`src/rtl/dr_add_pkg.sv`:
```
package dr_add_pkg;
  typedef enum logic [1:0] {
    RAIL_EMPTY = 2'b00,
    RAIL_ZERO  = 2'b01,
    RAIL_ONE   = 2'b10,
    RAIL_BAD   = 2'b11
  } rail_t;
endpackage

```
`src/rtl/dr_carry_seed.sv`:
```
module dr_carry_seed
  import dr_add_pkg::*;
#(
  parameter bit CARRY_IN = 1'b0
) (
  input  logic  clk,
  input  logic  rst_n,
  input  logic  start,
  output rail_t seed_rail
);
  localparam rail_t SEED_VAL = CARRY_IN ? RAIL_ONE : RAIL_ZERO;

  always_ff @(posedge clk) begin
    if (!rst_n || !start) seed_rail <= RAIL_EMPTY;
    else                  seed_rail <= SEED_VAL;
  end

  // carry-in of bit 0 settles at the first evaluating edge
  a_r6_seed_settles: assert property (@(posedge clk) disable iff (!rst_n)
    start |=> (seed_rail == SEED_VAL));
endmodule

```
`src/rtl/dr_carry_cell.sv`:
```
module dr_carry_cell
  import dr_add_pkg::*;
(
  input  logic  clk,
  input  logic  rst_n,
  input  logic  start,
  input  logic  a_bit,
  input  logic  b_bit,
  input  rail_t cin_rail,
  output rail_t cout_rail
);
  logic kill_bit, gen_bit;
  assign kill_bit = ~a_bit & ~b_bit;
  assign gen_bit  =  a_bit &  b_bit;

  always_ff @(posedge clk) begin
    if (!rst_n || !start) begin
      cout_rail <= RAIL_EMPTY;
    end else if (cout_rail == RAIL_EMPTY) begin
      if (kill_bit)     cout_rail <= RAIL_ZERO;
      else if (gen_bit) cout_rail <= RAIL_ONE;
      else              cout_rail <= cin_rail;
    end
  end

  a_r1_no_illegal_pair: assert property (@(posedge clk) disable iff (!rst_n)
    cout_rail != RAIL_BAD);
  a_r2_empty_when_idle: assert property (@(posedge clk) disable iff (!rst_n)
    !start |=> (cout_rail == RAIL_EMPTY));
  a_r3_settled_holds: assert property (@(posedge clk) disable iff (!rst_n)
    (start && cout_rail != RAIL_EMPTY) |=> $stable(cout_rail));
  a_r4_kill_settles: assert property (@(posedge clk) disable iff (!rst_n)
    (start && kill_bit) |=> (cout_rail == RAIL_ZERO));
  a_r5_gen_settles: assert property (@(posedge clk) disable iff (!rst_n)
    (start && gen_bit) |=> (cout_rail == RAIL_ONE));
  a_r6_propagate_copies: assert property (@(posedge clk) disable iff (!rst_n)
    (start && (a_bit ^ b_bit) && cin_rail != RAIL_EMPTY) |=> (cout_rail == $past(cin_rail)));
endmodule

```
`src/rtl/dr_completion.sv`:
```
module dr_completion
  import dr_add_pkg::*;
#(
  parameter int PAIRS = 17
) (
  input  logic              start,
  input  rail_t [PAIRS-1:0] rails,
  output logic              all_done
);
  logic [PAIRS-1:0] settled;

  for (genvar i = 0; i < PAIRS; i++) begin : g_settle
    assign settled[i] = rails[i][1] | rails[i][0];
  end

  assign all_done = start & (&settled);
endmodule

```
`src/rtl/dr_sum_stage.sv`:
```
module dr_sum_stage
  import dr_add_pkg::*;
#(
  parameter int WIDTH = 16
) (
  input  logic [WIDTH-1:0] op_a,
  input  logic [WIDTH-1:0] op_b,
  input  rail_t [WIDTH:0]  carry,
  output logic [WIDTH-1:0] sum,
  output logic             carry_out
);
  for (genvar i = 0; i < WIDTH; i++) begin : g_sum
    assign sum[i] = op_a[i] ^ op_b[i] ^ carry[i][1];
  end
  assign carry_out = carry[WIDTH][1];
endmodule

```
`src/rtl/dr_selftimed_adder.sv`:
```
module dr_selftimed_adder
  import dr_add_pkg::*;
#(
  parameter int WIDTH    = 16,
  parameter bit CARRY_IN = 1'b0
) (
  input  logic             clk,
  input  logic             rst_n,
  input  logic             start,
  input  logic [WIDTH-1:0] op_a,
  input  logic [WIDTH-1:0] op_b,
  output logic [WIDTH-1:0] sum,
  output logic             carry_out,
  output logic             done
);
  localparam int PAIRS = WIDTH + 1;

  rail_t [WIDTH:0] carry;

  dr_carry_seed #(.CARRY_IN(CARRY_IN)) u_seed (
    .clk(clk), .rst_n(rst_n), .start(start), .seed_rail(carry[0])
  );

  for (genvar i = 0; i < WIDTH; i++) begin : g_chain
    dr_carry_cell u_cell (
      .clk(clk), .rst_n(rst_n), .start(start),
      .a_bit(op_a[i]), .b_bit(op_b[i]),
      .cin_rail(carry[i]), .cout_rail(carry[i+1])
    );
  end

  dr_completion #(.PAIRS(PAIRS)) u_done (
    .start(start), .rails(carry), .all_done(done)
  );

  dr_sum_stage #(.WIDTH(WIDTH)) u_sum (
    .op_a(op_a), .op_b(op_b), .carry(carry), .sum(sum), .carry_out(carry_out)
  );

  a_r8_sum_correct: assert property (@(posedge clk) disable iff (!rst_n)
    done |-> ({carry_out, sum} == ({1'b0, op_a} + {1'b0, op_b} + PAIRS'(CARRY_IN))));
  a_r10_result_holds: assert property (@(posedge clk) disable iff (!rst_n)
    (done && start && $stable(op_a) && $stable(op_b)) |=> (!start || (done && $stable(sum) && $stable(carry_out))));
endmodule

```
`config.mk`:
```
export PLATFORM = sky130hd
export DESIGN_NAME = dr_selftimed_adder
export DESIGN_NICKNAME = d
export VERILOG_FILES = /design/src/rtl/dr_add_pkg.sv /design/src/rtl/dr_carry_seed.sv /design/src/rtl/dr_carry_cell.sv /design/src/rtl/dr_completion.sv /design/src/rtl/dr_sum_stage.sv /design/src/rtl/dr_selftimed_adder.sv
export SDC_FILE = /design/constraint.sdc
export NUM_CORES = 1
export LEC_CHECK = 0
export ABC_CLOCK_PERIOD_IN_PS = 1450
export BUFFER_PORTS_ARGS = -buffer_cell sky130_fd_sc_hd__clkbuf_2
export CAP_MARGIN = 20
export CORE_MARGIN = 4
export CORE_UTILIZATION = 40
export DETAILED_ROUTE_END_ITERATION = 6
export REMOVE_ABC_BUFFERS = 1
export SYNTH_ARGS = -nofsm -noshare
export SYNTH_HDL_FRONTEND = slang
export SYNTH_SLANG_ARGS = --single-unit
```
`constraint.sdc`:
```
create_clock -name clk -period 1.45 [get_ports clk]
set_input_delay 0.0725 -clock clk [delete_from_list [all_inputs] [get_ports clk]]
set_output_delay 0.0725 -clock clk [all_outputs]
set_load 0.02 [all_outputs]
```
==> flow_summary.toml, run 1 <==
[run_status]
status = "completed"

[critical_path]
crit_chain = "buf_6 -> fa_1 -> clkbuf_8"
r2r-end = "g_chain[10].u_cell.cout_rail[1]$_SDFFE_PN0P_"
crit_start = "g_chain[9].u_cell.cout_rail[1]$_SDFFE_PN0P_"
reg2reg_from = "g_chain[9].u_cell.cout_rail[1]$_SDFFE_PN0P_"
worstSetupEndpointType = "output port"
crit_arrival_ns = 1.35
worstPathRequired_ns = 1.38
crit_end = "sum[10]"
rrSetupSlack_ns = 0.36
critPathLaunchType = "flop"
cp_slowest_cell = "fa_1"
critPathKind = "flop to output port"
cpPeakStageDelay_ns = 0.48
crit_fanout = 3
reg2regPathDepth = 4

[clock_network]
cts_buffers = 5
htreeDepth = 2
cts_tree = "yes"
ctsRootBufferMaster = "clkbuf_8"
cts_sinks = 33
clock_path_buffers = 2
postCtsHoldBufs = 0
insertion_delay_ns = 0.29
clk_pin_slew_ns = 0.07

[route]
wl_mm = 3.929
antenna_left = 0
drc_errors = 0
firstDrtPassIters = 4
num_vias = 1588
wire_per_inst_um = 11.10
avgViaCountPerCell = 4.486
drt-initial-drc-count = 39

[sta]
fmax_ghz = 0.7019
rsz0062_at_grt = "true"
fin_crit_ns = 1.425
fin_setup_tns_ns = 0
slew_headroom = 0.7735
setup_violations = 0
maxSlewViolCount = 0
finClkSkew_ns = 0.003284
worst_slew_pin_slew_ns = 0.3397
layout_worst_path_cycle_share = 0.9825
hold_violations = 0

[layout]
area_delta_synth_final_pct = 25.21
finalNetCount = 368
antenna_cells = 0
fill_cells = 474
fin_cells = 354
drive_gt1_frac = 0.2718

[floorplanning]
die-area_mm2 = 0.006333
initial_core_util = 0.4227
chipWidth_um = 79.58
die_y_um = 79.58
rows = 25
pin_count = 53
core_region_area_mm2 = 0.004848

[placed_design]
port-buffer-count = 52
dp_cells = 344
gp_congestion = 0.7210
dpl.hpwl_mm = 3.191

[synth]
synth_top_area_cell = "dfxtp_1"
syn_inst = 227
ys_seq_area_frac = 0.3223
ys_ff_latch = 33
yosys_warnings = 0
synth_area_leaders = "dfxtp_1 (32%), ha_1 (20%), fa_1 (15%)"
avgSynthCellArea_um2 = 9.028
synth_edf_count = 0
synthArstFlopShare = 0
ys.flop_type = "dfxtp_1"
synth.most_common_cell = "inv_1"
yosys-top-cells-count = "inv_1 (49), nor2_1 (34), dfxtp_1 (33)"
yosysTopAreaCellShare = 0.3223
synthesis.area_mm2 = 0.002049
ys_types = 15

[power_and_ir_drop]
p_leak_nw = 1.296
fin_total_pwr_w = 0.002343
p_per_area_mw_per_mm2 = 913.1
max-vdd-ir-drop_uv = 594.8

[global_route]
antenna_found_initial = 0
grt_max_degree = 34
grtUsageTotal = 0.1383
first_global_vias = 1689
grt_overflow = 0
grt_pass1_wl_mm = 6.893

[worst_hold_path]
min_path_type = "input port to flop"

[run]
cap_violations = 0
==> cell families (layout without fill, tap and decap cells) <==
kind of cell	Yosys count	after routing	synth area share
AO/OA/AOI/OAI	56	56	0.1618
adder cells (fa/ha/maj)	47	47	0.3419
buffers and inverters	52	112	0.09707
flip-flops	33	33	0.3223
AND/OR/NAND/NOR	39	39	0.07692
==> sequential cells by signal, indices dropped and copies added, names as in the netlist <==
name,count
g_chain.u_cell.cout_rail,32
u_seed.seed_rail,1
==> through the flow <==
step | cell area [µm²] | hold WS (ns) | setup WS, ns | util
finish | 2566 | 0.2061 | 0.02537 | 0.5293
global placement | 2386 | 0.4728 | 0.2591 | 0.4921
floorplan | 2034 | 0.3623 | 0.3947 | -
global route | 2566 | 0.2353 | -0.03453 | 0.5293
detailed placement | 2386 | 0.4765 | 0.2426 | 0.4921
CTS | 2540 | 0.1994 | -0.005289 | 0.5239
==> repair_timing <==
item	in CTS	in global routing
pin swaps	2	2
setup buffers	2	0
gates cloned	0	0
resized for setup	12	9
setup endpoints to repair	1	2
==> power by group <==
| part | leakage (nW) | internal (W) | switching [W] |
|---|---|---|---|
| clock network | 0.0585 | 0.000560 | 0.000331 |
| registers | 0.275 | 0.000951 | 0.0000340 |
| logic | 0.963 | 0.000191 | 0.000276 |
| total | 1.30 | 0.00170 | 0.000642 |
==> layout make-up <==
| class | count | area [µm²] | share of cell area |
|---|---|---|---|
| well taps | 67 | 83.83 | 0.03267 |
| flip-flops and latches | 33 | 678.2 | 0.2643 |
| clock inverters | 1 | 30.03 | 0.01170 |
| multi-input cells | 142 | 1206 | 0.4700 |
| inverters | 49 | 183.9 | 0.07167 |
| repair buffers | 55 | 297.8 | 0.1160 |
| clock buffers | 7 | 86.33 | 0.03364 |
==> worst min-delay path by stage <==
stage,depth (start not counted),from,end
detailed placement,2,g_chain[15].u_cell.cout_rail[0]$_SDFFE_PN0P_,g_chain[15].u_cell.cout_rail[0]$_SDFFE_PN0P_
CTS,4,op_b[0],g_chain[0].u_cell.cout_rail[1]$_SDFFE_PN0P_
global placement,2,g_chain[15].u_cell.cout_rail[0]$_SDFFE_PN0P_,g_chain[15].u_cell.cout_rail[0]$_SDFFE_PN0P_
finish,4,op_b[0],g_chain[0].u_cell.cout_rail[1]$_SDFFE_PN0P_
floorplan,3,op_b[15],g_chain[15].u_cell.cout_rail[1]$_SDFFE_PN0P_
global route,4,op_b[0],g_chain[0].u_cell.cout_rail[1]$_SDFFE_PN0P_
==> critical path: cells and delay by family, from the launching register on <==
family / cells / cell delay (ns)
buf+inv: 2 / 0.25
fa+ha+maj: 1 / 0.48
flops: 1 / 0.33
==> per-layer routing <==
metal / part of all wire / track usage
met5: 0 / 0
met4: 0.022 / 0.05670
met3: 0.052 / 0.04289
met2: 0.50 / 0.2462
met1: 0.43 / 0.1509
==> placed cells by master, fill, tap and decap left out, drive strengths merged <==
cell type and instances:
buf 4, bufinv 1, o22ai 7, nor2b 1, o21bai 16, nand2 1, nand3 1, fa 15
a21oi 32, clkbuf 58, inv 49, nor3 2, ha 32, dfxtp 33, nor2 34, o211ai 1
Power figures use the tool's default switching activity.
==> inputs of run 2 (changes only) <==
- ABC_CLOCK_PERIOD_IN_PS: 1450 -> 1300
- GPL_ROUTABILITY_DRIVEN: default -> 0
- PLACE_DENSITY: default -> 0.66
- clock period: 1.45 -> 1.3 ns (I/O delays scaled with it)
==> run 2 against run 1 <==
Against the previous run: the run now ends with negative setup slack left; global-route usage is 0.22 points lower; die area stayed put; via count is 2.2% higher; non-clock buffer count is 3 higher; worst hold slack worse by 0.0031 ns; critical path depth is 2 higher; clock-buffer cell count stayed put; utilization is 2.9 points higher.
==> flow_summary.toml, run 2 (synthesis gave the netlist of run 1 again) <==
[layout]
antenna_cells = 0
layout_commonest_cell = "inv_1"
drive_gt1_frac = 0.2862
final_core_util = 0.5579
final_cell_area_mm2 = 0.002705
finalNetCount = 371
fill_cells = 439
largest_reg_flops = 32
fin_cells = 357
reg.largest.list = "g_chain.u_cell.cout_rail: 32 flops, u_seed.seed_rail: 1 flops"
area_delta_synth_final_pct = 31.99
layout_common_cells = "inv_1 (49), clkbuf_2 (36), nor2_1 (34), a21oi_1 (32), ha_1 (32)"
largest_register = "g_chain.u_cell.cout_rail"

[global_route]
grtUsageTotal = 0.1361
first_global_vias = 1597
antenna_found_initial = 0
grt_max_degree = 34
grt_overflow = 0
grt_pass1_wl_mm = 6.796

[critical_path]
worstSetupEndpointType = "output port"
crit_fanout = 4
cp_slowest_cell = "dfxtp_2"
worstPathRequired_ns = 1.24
crit_chain = "o22ai_1 -> nor3_2 -> nand3_1 -> nor3_2 -> buf_4"
crit_arrival_ns = 1.34
path_common_cell = "nor3_2"
critPathLaunchType = "flop"
cpPeakStageDelay_ns = 0.36
critPathKind = "flop to output port"

[sta]
fmax_ghz = 0.7130
setup_violations = 16
worst_slack_ns = -0.1026
finClkSkew_ns = 0.004470
hold_violations = 0
fin_crit_ns = 1.403
worst_slew_pin_slew_ns = 0.3486
slew_headroom = 0.7676
layout_worst_path_cycle_share = 1.079
maxSlewViolCount = 0
rsz0062_at_grt = "true"

[placed_design]
dpl.hpwl_mm = 3.173
dp_cells = 344
pre_cts_ws_ns = 0.1091
placed_cell_area_mm2 = 0.002386
port-buffer-count = 52

[power_and_ir_drop]
p_leak_nw = 1.353
fin_total_pwr_w = 0.002732
max-vdd-ir-drop_uv = 816.1
p_per_area_mw_per_mm2 = 1010

[route]
drt-initial-drc-count = 44
wl_mm = 4.000
wire_per_inst_um = 11.20
avgViaCountPerCell = 4.546
antenna_left = 0
firstDrtPassIters = 4
num_vias = 1623
drc_errors = 0

[floorplanning]
die-area_mm2 = 0.006333
die_y_um = 79.58
core_region_area_mm2 = 0.004848
initial_core_util = 0.4227
chipWidth_um = 79.58
rows = 25
pin_count = 53

[clock_network]
ctsRootBufferMaster = "clkbuf_8"
clock_path_buffers = 2
clk_pin_slew_ns = 0.07
insertion_delay_ns = 0.29
cts_sinks = 33
cts_buffers = 5
htreeDepth = 2
cts_tree = "yes"

[run]
cap_violations = 0

[run_status]
status = "complete, but fails checks"
violations = "negative setup slack"

[worst_hold_path]
min_path_type = "input port to flop"
==> run 2: worst max-delay path: cells and delay by family (launching register included) <==
kind	cells	cell delay, ns
simple gates	3	0.42
flops	1	0.36
compound gates	1	0.10
buf+inv	1	0.16
==> run 2: per-stage QoR <==
stage,hold WS (ns),TNS (ns)
after floorplan,0.3548,0
after global placement,0.4801,0
after detailed placement,0.4837,0
after CTS,0.2087,-0.9366
after global routing,0.2405,-1.378
final,0.2030,-0.6475
==> run 2: cell type report <==
class                      instances  area [µm²]  area share
multi-input combinational        142        1201      0.4440
sequential                        33       686.9      0.2539
timing repair buffer              58       432.9      0.1600
inverter                          49       183.9     0.06799
clock buffer                       7       86.33     0.03191
tap                               67       83.83     0.03099
clock inverter                     1       30.03     0.01110
==> run 2: repair_timing <==
item	CTS	global route
buffers inserted	4	1
endpoints found under the setup margin	16	16
hold buffers	0	0
pin swaps	2	4
resized for setup	47	4
==> run 2: worst paths after layout <==
kind	from	to	slack [ns]	cells after the start
max reg2reg	g_chain[13].u_cell.cout_rail[1]$_SDFFE_PN0P_	g_chain[14].u_cell.cout_rail[1]$_SDFFE_PN0P_	0.23	3
max	g_chain[1].u_cell.cout_rail[1]$_SDFFE_PN0P_	done	-0.10	5
min reg2reg	g_chain[15].u_cell.cout_rail[0]$_SDFFE_PN0P_	g_chain[15].u_cell.cout_rail[0]$_SDFFE_PN0P_	0.49	2
min	op_b[0]	g_chain[0].u_cell.cout_rail[1]$_SDFFE_PN0P_	0.20	4
==> run 2: power by group <==
part	total (W)	switching, W	internal, W
Clock	0.00100	0.000379	0.000625
Combinational	0.000633	0.000321	0.000312
Sequential	0.00110	0.0000375	0.00106
==> run 2: metal layers <==
layer,part of all wire,vias up,track usage
met5,0,-,0
met4,0.012,0,0.04124
met3,0.068,6,0.04853
met2,0.50,37,0.2321
met1,0.42,750,0.1592
li1,-,830,-
